## src/rtl/palu_pkg.sv

```systemverilog
package palu_pkg;

    typedef enum logic [2:0] {
        ALU_ADD = 3'd0,
        ALU_SUB = 3'd1,
        ALU_AND = 3'd2,
        ALU_OR  = 3'd3,
        ALU_XOR = 3'd4,
        ALU_SHL = 3'd5,
        ALU_SHR = 3'd6,
        ALU_CMP = 3'd7
    } alu_op_e;

    typedef struct packed {
        logic z;
        logic c;
        logic n;
        logic v;
    } alu_flags_t;

    // Instruction decode: width of the matched top field and number of patterns
    localparam int OPC_TOP_W = 6;
    localparam int NUM_OPC   = 5;

endpackage

```

## src/rtl/palu_decode.sv

```systemverilog
module palu_decode
    import palu_pkg::*;
#(
    parameter int INSTR_W = 16,
    parameter int IDX_W   = 5
) (
    input  logic [INSTR_W-1:0] instr,
    output alu_op_e            op,
    output logic               valid,
    output logic [IDX_W-1:0]   src_idx,
    output logic [IDX_W-1:0]   dst_idx
);

    localparam int TOP_LSB = INSTR_W - OPC_TOP_W;
    localparam int LOW_W   = IDX_W - 1;

    // Pattern table: top field value and the operation it maps to
    localparam logic [OPC_TOP_W-1:0] PAT_TOP [NUM_OPC] = '{
        6'b000011, 6'b000110, 6'b001000, 6'b001010, 6'b001001
    };
    localparam logic [2:0] PAT_OP [NUM_OPC] = '{
        3'd0, 3'd1, 3'd2, 3'd3, 3'd4
    };

    logic [OPC_TOP_W-1:0] top_field;
    logic [NUM_OPC-1:0]   hit;

    assign top_field = instr[INSTR_W-1:TOP_LSB];

    for (genvar g = 0; g < NUM_OPC; g++) begin : g_match
        assign hit[g] = (top_field == PAT_TOP[g]);
    end

    always_comb begin
        valid = |hit;
        op    = ALU_ADD;
        for (int i = 0; i < NUM_OPC; i++) begin
            if (hit[i]) op = alu_op_e'(PAT_OP[i]);
        end
    end

    // Split register fields: high bit sits above the opcode low bits
    assign src_idx = {instr[TOP_LSB-1], instr[LOW_W-1:0]};
    assign dst_idx = {instr[TOP_LSB-2], instr[2*LOW_W-1:LOW_W]};

endmodule

```

## src/rtl/palu_shifter.sv

```systemverilog
module palu_shifter #(
    parameter int DATA_W  = 8,
    parameter bit LEFT    = 1'b1,
    parameter int SHAMT_W = $clog2(DATA_W)
) (
    input  logic [DATA_W-1:0]  din,
    input  logic [SHAMT_W-1:0] amt,
    output logic [DATA_W-1:0]  dout,
    output logic               cout
);

    if (LEFT) begin : g_left
        logic [DATA_W:0] wide;
        // extra bit above the word catches the last bit pushed out
        assign wide = {1'b0, din} << amt;
        assign dout = wide[DATA_W-1:0];
        assign cout = wide[DATA_W];
    end else begin : g_right
        logic [DATA_W:0] wide;
        // extra bit below the word catches the last bit pushed out
        assign wide = {din, 1'b0} >> amt;
        assign dout = wide[DATA_W:1];
        assign cout = wide[0];
    end

endmodule

```

## src/rtl/palu_exec.sv

```systemverilog
module palu_exec
    import palu_pkg::*;
#(
    parameter int DATA_W = 8
) (
    input  logic [DATA_W-1:0] a,
    input  logic [DATA_W-1:0] b,
    input  alu_op_e           op,
    output logic [DATA_W-1:0] res,
    output alu_flags_t        flags
);

    localparam int SHAMT_W = $clog2(DATA_W);
    localparam int MSB     = DATA_W - 1;

    // Every unit evaluates in parallel
    logic [DATA_W:0]   sum_w;
    logic [DATA_W:0]   dif_w;
    logic [DATA_W-1:0] and_r, or_r, xor_r;
    logic [DATA_W-1:0] shl_r, shr_r;
    logic              shl_c, shr_c;
    logic              add_v, sub_v;

    assign sum_w = {1'b0, a} + {1'b0, b};
    assign dif_w = {1'b0, a} - {1'b0, b};
    assign and_r = a & b;
    assign or_r  = a | b;
    assign xor_r = a ^ b;
    assign add_v = (a[MSB] == b[MSB]) && (sum_w[MSB] != a[MSB]);
    assign sub_v = (a[MSB] != b[MSB]) && (dif_w[MSB] != a[MSB]);

    palu_shifter #(.DATA_W(DATA_W), .LEFT(1'b1), .SHAMT_W(SHAMT_W)) u_shl (
        .din  (a),
        .amt  (b[SHAMT_W-1:0]),
        .dout (shl_r),
        .cout (shl_c)
    );

    palu_shifter #(.DATA_W(DATA_W), .LEFT(1'b0), .SHAMT_W(SHAMT_W)) u_shr (
        .din  (a),
        .amt  (b[SHAMT_W-1:0]),
        .dout (shr_r),
        .cout (shr_c)
    );

    // Output multiplexer: flags follow only the selected path
    logic [DATA_W-1:0] tap;

    always_comb begin
        res     = a;
        tap     = a;
        flags.c = 1'b0;
        flags.v = 1'b0;
        unique case (op)
            ALU_ADD: begin
                res = sum_w[DATA_W-1:0]; tap = res;
                flags.c = sum_w[DATA_W]; flags.v = add_v;
            end
            ALU_SUB: begin
                res = dif_w[DATA_W-1:0]; tap = res;
                flags.c = dif_w[DATA_W]; flags.v = sub_v;
            end
            ALU_AND: begin res = and_r; tap = res; end
            ALU_OR:  begin res = or_r;  tap = res; end
            ALU_XOR: begin res = xor_r; tap = res; end
            ALU_SHL: begin res = shl_r; tap = res; flags.c = shl_c; end
            ALU_SHR: begin res = shr_r; tap = res; flags.c = shr_c; end
            ALU_CMP: begin
                res = a; tap = dif_w[DATA_W-1:0];
                flags.c = dif_w[DATA_W]; flags.v = sub_v;
            end
            default: begin res = a; tap = a; end
        endcase
        flags.z = (tap == '0);
        flags.n = tap[MSB];
    end

endmodule

```

## src/rtl/parallel_alu.sv

```systemverilog
module parallel_alu
    import palu_pkg::*;
#(
    parameter int DATA_W  = 8,
    parameter int INSTR_W = 16,
    parameter int IDX_W   = 5
) (
    input  logic               clk,
    input  logic               rst_n,
    input  logic               en,
    input  logic               use_instr,
    input  logic [2:0]         op_sel,
    input  logic [INSTR_W-1:0] instr,
    input  logic [DATA_W-1:0]  a,
    input  logic [DATA_W-1:0]  b,
    output logic               dec_valid,
    output logic [IDX_W-1:0]   src_idx,
    output logic [IDX_W-1:0]   dst_idx,
    output logic [DATA_W-1:0]  result,
    output logic               flag_z,
    output logic               flag_c,
    output logic               flag_n,
    output logic               flag_v
);

    typedef struct packed {
        logic [DATA_W-1:0] res;
        alu_flags_t        flg;
    } cap_t;

    alu_op_e           dec_op;
    alu_op_e           op_eff;
    logic [DATA_W-1:0] exe_res;
    alu_flags_t        exe_flg;
    logic              load;
    cap_t              cap_d, cap_q;

    palu_decode #(.INSTR_W(INSTR_W), .IDX_W(IDX_W)) u_dec (
        .instr   (instr),
        .op      (dec_op),
        .valid   (dec_valid),
        .src_idx (src_idx),
        .dst_idx (dst_idx)
    );

    assign op_eff = use_instr ? dec_op : alu_op_e'(op_sel);

    palu_exec #(.DATA_W(DATA_W)) u_exe (
        .a     (a),
        .b     (b),
        .op    (op_eff),
        .res   (exe_res),
        .flags (exe_flg)
    );

    always_comb begin
        cap_d = cap_q;
        load  = en && (!use_instr || dec_valid);
        if (load) begin
            cap_d.res = exe_res;
            cap_d.flg = exe_flg;
        end
    end

    always_ff @(posedge clk or negedge rst_n) begin
        if (!rst_n) cap_q <= '0;
        else        cap_q <= cap_d;
    end

    assign result = cap_q.res;
    assign flag_z = cap_q.flg.z;
    assign flag_c = cap_q.flg.c;
    assign flag_n = cap_q.flg.n;
    assign flag_v = cap_q.flg.v;

endmodule

```

## config.mk

```make
export PLATFORM = sky130hd
export DESIGN_NAME = parallel_alu
export DESIGN_NICKNAME = d
export VERILOG_FILES = /design/src/rtl/palu_pkg.sv /design/src/rtl/palu_decode.sv /design/src/rtl/palu_shifter.sv /design/src/rtl/palu_exec.sv /design/src/rtl/parallel_alu.sv
export SDC_FILE = /design/constraint.sdc
export NUM_CORES = 1
export LEC_CHECK = 0
export ABC_AREA = 1
export CAP_MARGIN = 20
export CORE_ASPECT_RATIO = 1.25
export CORE_UTILIZATION = 34
export DETAILED_ROUTE_END_ITERATION = 10
export HOLD_SLACK_MARGIN = 0.1
export PLACE_DENSITY_LB_ADDON = 0.25
export REMOVE_ABC_BUFFERS = 1
export SYNTH_ARGS = -nofsm -noshare
export SYNTH_HDL_FRONTEND = slang
export SYNTH_SLANG_ARGS = --single-unit
```

## constraint.sdc

```tcl
create_clock -name clk -period 0.8 [get_ports clk]
set_input_delay 0.12 -clock clk [delete_from_list [all_inputs] [get_ports clk]]
set_output_delay 0.12 -clock clk [all_outputs]
set_load 0.01 [all_outputs]
```

==> flow_metrics.tcl, run 1 <==
set metrics [dict create \
    status "finished with violations" \
    violations "negative setup slack" \
    cp_num_buf_inv 4 \
    yosysUniqueCellTypes 32 \
    multi_input_area_um2 2726 \
    clockBufferDepth 2 \
    crit_cells 15 \
    final_max_slew_viol_count 0 \
    clkSinkCount 12 \
    final_area_um2 5298 \
    fin_skew_ps 0 \
    synth_cells 486 \
    placed_area_um2 4172 \
    hold_class "input port to async pin" \
    placementRows 36 \
    synth_top_area_share_pct 18.13 \
    final_cell_mix "buf_4 (131), nand2_1 (112), nand3_1 (34)" \
    path_class "input port to register" \
    dp.cells 724 \
    whs_ps 206.2 \
    fill_cells 669 \
    setup_ws_ps -878.2 \
    ant_nets 0 \
    synthXorXnorAreaFrac_pct 2.178 \
    finalCriticalPeriod_ps 1678 \
    crit_family "simple AND/OR/NAND/NOR gates" \
    grt_setup_unrepaired "true" \
    antenna_found_initial 0 \
    first_pass_iters 5 \
    seq_area_um2 300.3 \
    n_antenna_cell 0 \
    ys_ff_latch 12 \
    initial_core_util_pct 35.51 \
    crit_chain "buf_8 > inv_4 > ha_4 > inv_2 > fa_2 > buf_4 > xnor2_2 > or2_2 > nor2_1 > nor2_1 > nor2_1 > nand3_1 > nand2_1 > nand2_1 > nand2_1" \
    ys_warn_count 0 \
    p_per_area_nw_per_um2 963.6 \
    drtIter0Drc 235 \
    grt_pass1_wl_mm 18.51 \
    critPathLaunchType "input port" \
    die_h_um 103.7 \
    area_growth_pct 88.18 \
    synth_compound_area_share_pct 12.89 \
    cts_hold_buffers 0 \
    dr_total_vias 4003 \
    cts_tree "yes" \
    grt_usage_pct 26.28 \
    cap_violations 0 \
    die_area_um2 8650 \
    drive_gt1_share_pct 53.90 \
    wire_per_inst_um 15.52 \
    synthSimpleGateAreaFrac_pct 45.91 \
    synthMuxAreaShare_pct 0 \
    fin_nets 733 \
    ir_drop_mv 1.239 \
    cp.arrival_ps 1860 \
    grt_pass1_vias 3994 \
    place.gp.congestion 0.9379 \
    grt_max_degree 23 \
    hold_viol 0 \
    p_leak_uw 0.002677 \
    io_buffers 41 \
    clk_pin_slew_ps 50 \
    overflow 0 \
    fmax_ghz 0.5959 \
    finish.utilization_pct 66.82 \
    synth.avg_cell_area_um2 5.793 \
    cts_root_buf "clkbuf_8" \
    core_area_um2 7928 \
    yosysSeqAreaShare_pct 10.67 \
    die_x_um 83.39 \
    place_hpwl_mm 8.614 \
    vias_per_cell 5.260 \
    instances_no_fill 761 \
    tightestPinTransition_ps 357.4 \
    synthAdderAreaFrac_pct 12.53 \
    fin_crit_sh_pct 209.8 \
    ff2ff_path_depth 4 \
    end_kind "register" \
    dpl_worst_slack_ps -1691 \
    synthTopCellsByArea "nand2_1 (18%), ha_1 (11%), dfrtp_1 (11%), nand3_1 (8.4%), inv_1 (7.6%)" \
    wl_mm 11.81 \
    path_max_fanout 3 \
    cts_max_level 1 \
    required_ps 980 \
    cts_buffers 3 \
    synth_top_family_by_area "simple AND/OR/NAND/NOR gates" \
    slowest_stage "fa_2" \
    yosysTopAreaCell "nand2_1" \
    num_io_pins 62 \
    final_common_cell "buf_4" \
    slew_headroom_pct 76.05 \
    slowest_delay_ps 350 \
    drc 0 \
    synth_area_um2 2815 \
    worstSkewPairLatency_ps 240 \
    setup_viol 25 \
]
==> synthesized netlist by cell type (all sizes together) <==
master / number
o2111ai: 4
inv: 62
a21oi: 17
or2: 5
clkinv: 1
and2: 2
a31oi: 3
dfrtp: 12
xnor2: 1
nand4: 30
nor2: 46
o21ai: 25
nand3: 49
o21bai: 2
nor3: 15
ha: 25
o211ai: 6
o22ai: 2
clkbuf: 4
buf: 27
fa: 2
nand2: 140
xor2: 6
==> logic make-up after synthesis <==
| logic type | count (synthesis) |
|---|---|
| AOI/OAI and AO/OA | 59 |
| xor gates and xnor gates | 7 |
| adders and majority gates | 27 |
| buffers and inverters | 94 |
| DFF | 12 |
| and+or+nand+nor | 287 |
==> per-layer routing <==
layer	track usage, %	vias to the layer above	share of wire, %
met4	17.12	0	6.1
met5	0	-	0
met2	45.61	171	50
li1	-	1946	-
met1	30.39	1845	39
met3	2.629	41	4.8
==> report_power, final <==
| group | leakage, uW | total, uW | switching (uW) | internal, uW |
|---|---|---|---|---|
| clock | 0.0000288 | 663 | 228 | 435 |
| combinational | 0.00250 | 3660 | 1810 | 1850 |
| sequential | 0.000149 | 782 | 56.4 | 725 |
| total | 0.00268 | 5100 | 2100 | 3010 |
==> sequential cells by signal, summed over array words and instances, names as in the netlist <==
| signal | count |
|---|---|
| flag_c | 1 |
| flag_n | 1 |
| flag_v | 1 |
| flag_z | 1 |
| result | 8 |
==> what timing repair did <==
action                                 in CTS  in global routing
setup endpoints to repair                  25                 25
gates resized for setup                   314                 78
pin swaps                                  80                 72
setup buffers                              29                 12
endpoints found under the hold margin       0                  0
==> path summary, 6_finish.rpt <==
kind / start / endpoint / slack, ps
setup / recovery: a[0] / flag_z$_DFFE_PN0P_ / -880
hold / removal: rst_n / result[1]$_DFFE_PN0P_ / 210
setup reg to reg: result[1]$_DFFE_PN0P_ / result[1]$_DFFE_PN0P_ / -130
hold reg to reg: flag_z$_DFFE_PN0P_ / flag_z$_DFFE_PN0P_ / 490
max in group asynchronous: rst_n / result[6]$_DFFE_PN0P_ / 480
min in group clk: instr[0] / src_idx[0] / 240
==> worst reg2reg max path: stages, from the launching register on <==
cell and delay (ps):
dfrtp_1 370, buf_4 130, buf_4 120, o22ai_1 150, inv_1 50
==> cell type report <==
cell class / instances / share of cell area (%)
multi-input cells: 380 / 51.46
repair buffers: 207 / 34.44
flip-flops and latches: 12 / 5.668
inverters: 63 / 5.149
well taps: 95 / 2.244
clock buffers: 4 / 1.039
==> metrics by stage <==
stage,setup TNS (ps),power (uW)
after floorplan,-11030,1990
final,-9805,5105
after global placement,-21940,3552
after CTS,-9568,4761
after detailed placement,-22330,3572
after global routing,-11270,5465
(Power assumes the default switching activity.)
==> inputs of run 2 (changes only) <==
--- a/config.mk
+++ b/config.mk
@@ -8,11 +8,13 @@
 export ABC_AREA = 1
 export CAP_MARGIN = 20
 export CORE_ASPECT_RATIO = 1.25
-export CORE_UTILIZATION = 34
+export CORE_UTILIZATION = 30
 export DETAILED_ROUTE_END_ITERATION = 10
+export GPL_TIMING_DRIVEN = 0
 export HOLD_SLACK_MARGIN = 0.1
 export PLACE_DENSITY_LB_ADDON = 0.25
 export REMOVE_ABC_BUFFERS = 1
+export SKIP_CTS_REPAIR_TIMING = 1
 export SYNTH_ARGS = -nofsm -noshare
 export SYNTH_HDL_FRONTEND = slang
 export SYNTH_SLANG_ARGS = --single-unit
==> run 2 against run 1 <==
Effect of this change: the flow still finishes with violations (negative setup slack); setup slack worse by 81 ps; via count is 7.3% lower; wire length is 8.5% lower; core utilization is 19 points lower; clock-buffer cell count is 1 lower; sequential share of layout area is 1.2 points higher; largest cell class unchanged; design area is 18% lower; global-route usage is 6.9 points lower; largest power group unchanged; flip-flop and latch count stayed put; worst hold slack better by 23 ps; sequential power is 0.8% higher.
==> flow_metrics.tcl, run 2 (synthesized netlist as in run 1, its figures left out) <==
set metrics [dict create \
    status "finished with violations" \
    violations "negative setup slack" \
    fin_skew_ps 0 \
    core_area_um2 9125 \
    whs_ps 228.7 \
    p_per_area_nw_per_um2 1022 \
    area_growth_pct 54.36 \
    slowest_delay_ps 280 \
    r2r-end "result[1]$_DFFE_PN0P_" \
    hold_viol 0 \
    cts_tree "yes" \
    first_pass_iters 5 \
    path_max_fanout 7 \
    final_cell_mix "nand2_1 (121), buf_4 (58), nand3_1 (36)" \
    die_h_um 110.3 \
    p_leak_uw 0.002207 \
    grt_setup_unrepaired "true" \
    instances_no_fill 694 \
    hold_class "input port to async pin" \
    initial_core_util_pct 30.85 \
    drive_gt1_share_pct 38.70 \
    finalCriticalPeriod_ps 1760 \
    slew_headroom_pct 61.81 \
    finish.utilization_pct 47.62 \
    required_ps 970 \
    fmax_ghz 0.5683 \
    largest_reg_flops 8 \
    cts_max_level 1 \
    drc 0 \
    ff2ff_path_depth 3 \
    cts_root_buf "clkbuf_16" \
    die_area_um2 9778 \
    fin_nets 639 \
    worstSkewPairLatency_ps 230 \
    grt_usage_pct 19.41 \
    end_kind "register" \
    vias_per_cell 5.349 \
    clk_pin_slew_ps 40 \
    dr_total_vias 3712 \
    die_x_um 88.65 \
    ir_drop_mv 0.5583 \
    fin_crit_sh_pct 219.9 \
    n_antenna_cell 0 \
    wl_mm 10.82 \
    wire_per_inst_um 15.58 \
    tightestPinTransition_ps 572.8 \
    clkSinkCount 12 \
    placementRows 39 \
    cap_violations 0 \
    r2r_start "result[1]$_DFFE_PN0P_" \
    place_hpwl_mm 7.309 \
    reg2reg_slack_ps 0 \
    p_total_uw 4440 \
    clockBufferDepth 2 \
    io_buffers 41 \
    cp_num_buf_inv 5 \
    antenna_found_initial 0 \
    cp.arrival_ps 1930 \
    crit_family "simple AND/OR/NAND/NOR gates" \
    setup_ws_ps -959.6 \
    drtIter0Drc 343 \
    num_io_pins 62 \
    path_class "input port to register" \
    final_max_slew_viol_count 0 \
    critPathLaunchType "input port" \
    overflow 0 \
    grt_pass1_wl_mm 14.82 \
    final_common_cell "nand2_1" \
    setup_viol 25 \
    ant_nets 0 \
    cts_buffers 3 \
    grt_max_degree 25 \
    crit_top_cell "nand2_1" \
    place.gp.congestion 0.9025 \
    crit_chain "buf_12 > clkinvlp_4 > buf_6 > ha_4 > inv_6 > nand2_2 > nand2_2 > nand2_4 > buf_4 > nand4_1 > nand2_1 > a21oi_1 > a21oi_1 > nor2_1 > nand4_1 > nor2_1 > nand2_1 > nand2_1" \
    slowest_stage "ha_4" \
    dpl_worst_slack_ps -2688 \
    dp.cells 619 \
    grt_pass1_vias 3118 \
]
## run 2: changes by cell type in the layout (fill, tap and decap cells not counted), moves of 9 or more
cell / previous run / this run
buf_4: 131 / 58
buf_6: 27 / 12
buf_8: 14 / 2
buf_2: 17 / 7
clkbuf_2: 1 / 11
dlymetal6s2s_1: 0 / 10
nand2_1: 112 / 121
nand2_2: 23 / 14
nor2_1: 22 / 31
## run 2: per-stage QoR
step / setup TNS (ps) / cell area [um2]
2_1_floorplan: -11030 / 2606
3_3_place_gp: -32080 / 3171
3_5_place_dp: -32410 / 3171
4_1_cts: -31740 / 3246
5_1_grt: -12500 / 4345
6_report: -11030 / 4345
## run 2: worst register-to-register path, stage by stage (launching register included)
cell,delay [ps]
dfrtp_1,360
buf_4,130
o22ai_1,150
inv_1,50
## run 2: where the power goes
part | internal (uW) | leakage [uW] | switching (uW) | total (uW)
Clock | 647 | 0.0000370 | 221 | 868
Combinational | 1210 | 0.00202 | 1570 | 2780
Sequential | 727 | 0.000149 | 60.4 | 788
## run 2: worst max-delay path by stage
stage / startpoint / endpoint / slack, ps / cells past startpoint
floorplan: b[2] / flag_z$_DFFE_PN0P_ / -1130 / 15
global placement: b[1] / flag_z$_DFFE_PN0P_ / -2680 / 14
detailed placement: b[1] / flag_z$_DFFE_PN0P_ / -2690 / 14
CTS: b[1] / flag_z$_DFFE_PN0P_ / -2440 / 14
global route: b[2] / flag_z$_DFFE_PN0P_ / -1090 / 18
finish: b[2] / flag_z$_DFFE_PN0P_ / -960 / 18
## run 2: metal layers
layer  GRT usage, %  share of wire, %
met5              0                 0
met4          9.793               5.2
met1          22.85                38
met3          1.787               6.6
met2          34.67                50
## run 2: area by class of cell
class                   instances  area, um2
clock buffers                   3      75.07
fillers                       929       4780
inverters                      63      269.0
well taps                     123      153.9
multi-input cells             383       2574
repair buffers                110      973.4
flip-flops and latches         12      300.3
==> inputs of run 3 (changes only) <==
--- a/config.mk
+++ b/config.mk
@@ -15,6 +15,7 @@
 export PLACE_DENSITY_LB_ADDON = 0.25
 export REMOVE_ABC_BUFFERS = 1
 export SKIP_CTS_REPAIR_TIMING = 1
+export SLEW_MARGIN = 20
 export SYNTH_ARGS = -nofsm -noshare
 export SYNTH_HDL_FRONTEND = slang
 export SYNTH_SLANG_ARGS = --single-unit
==> results of run 3 <==
Final layout, timing and power as in run 2 (identical DEF).
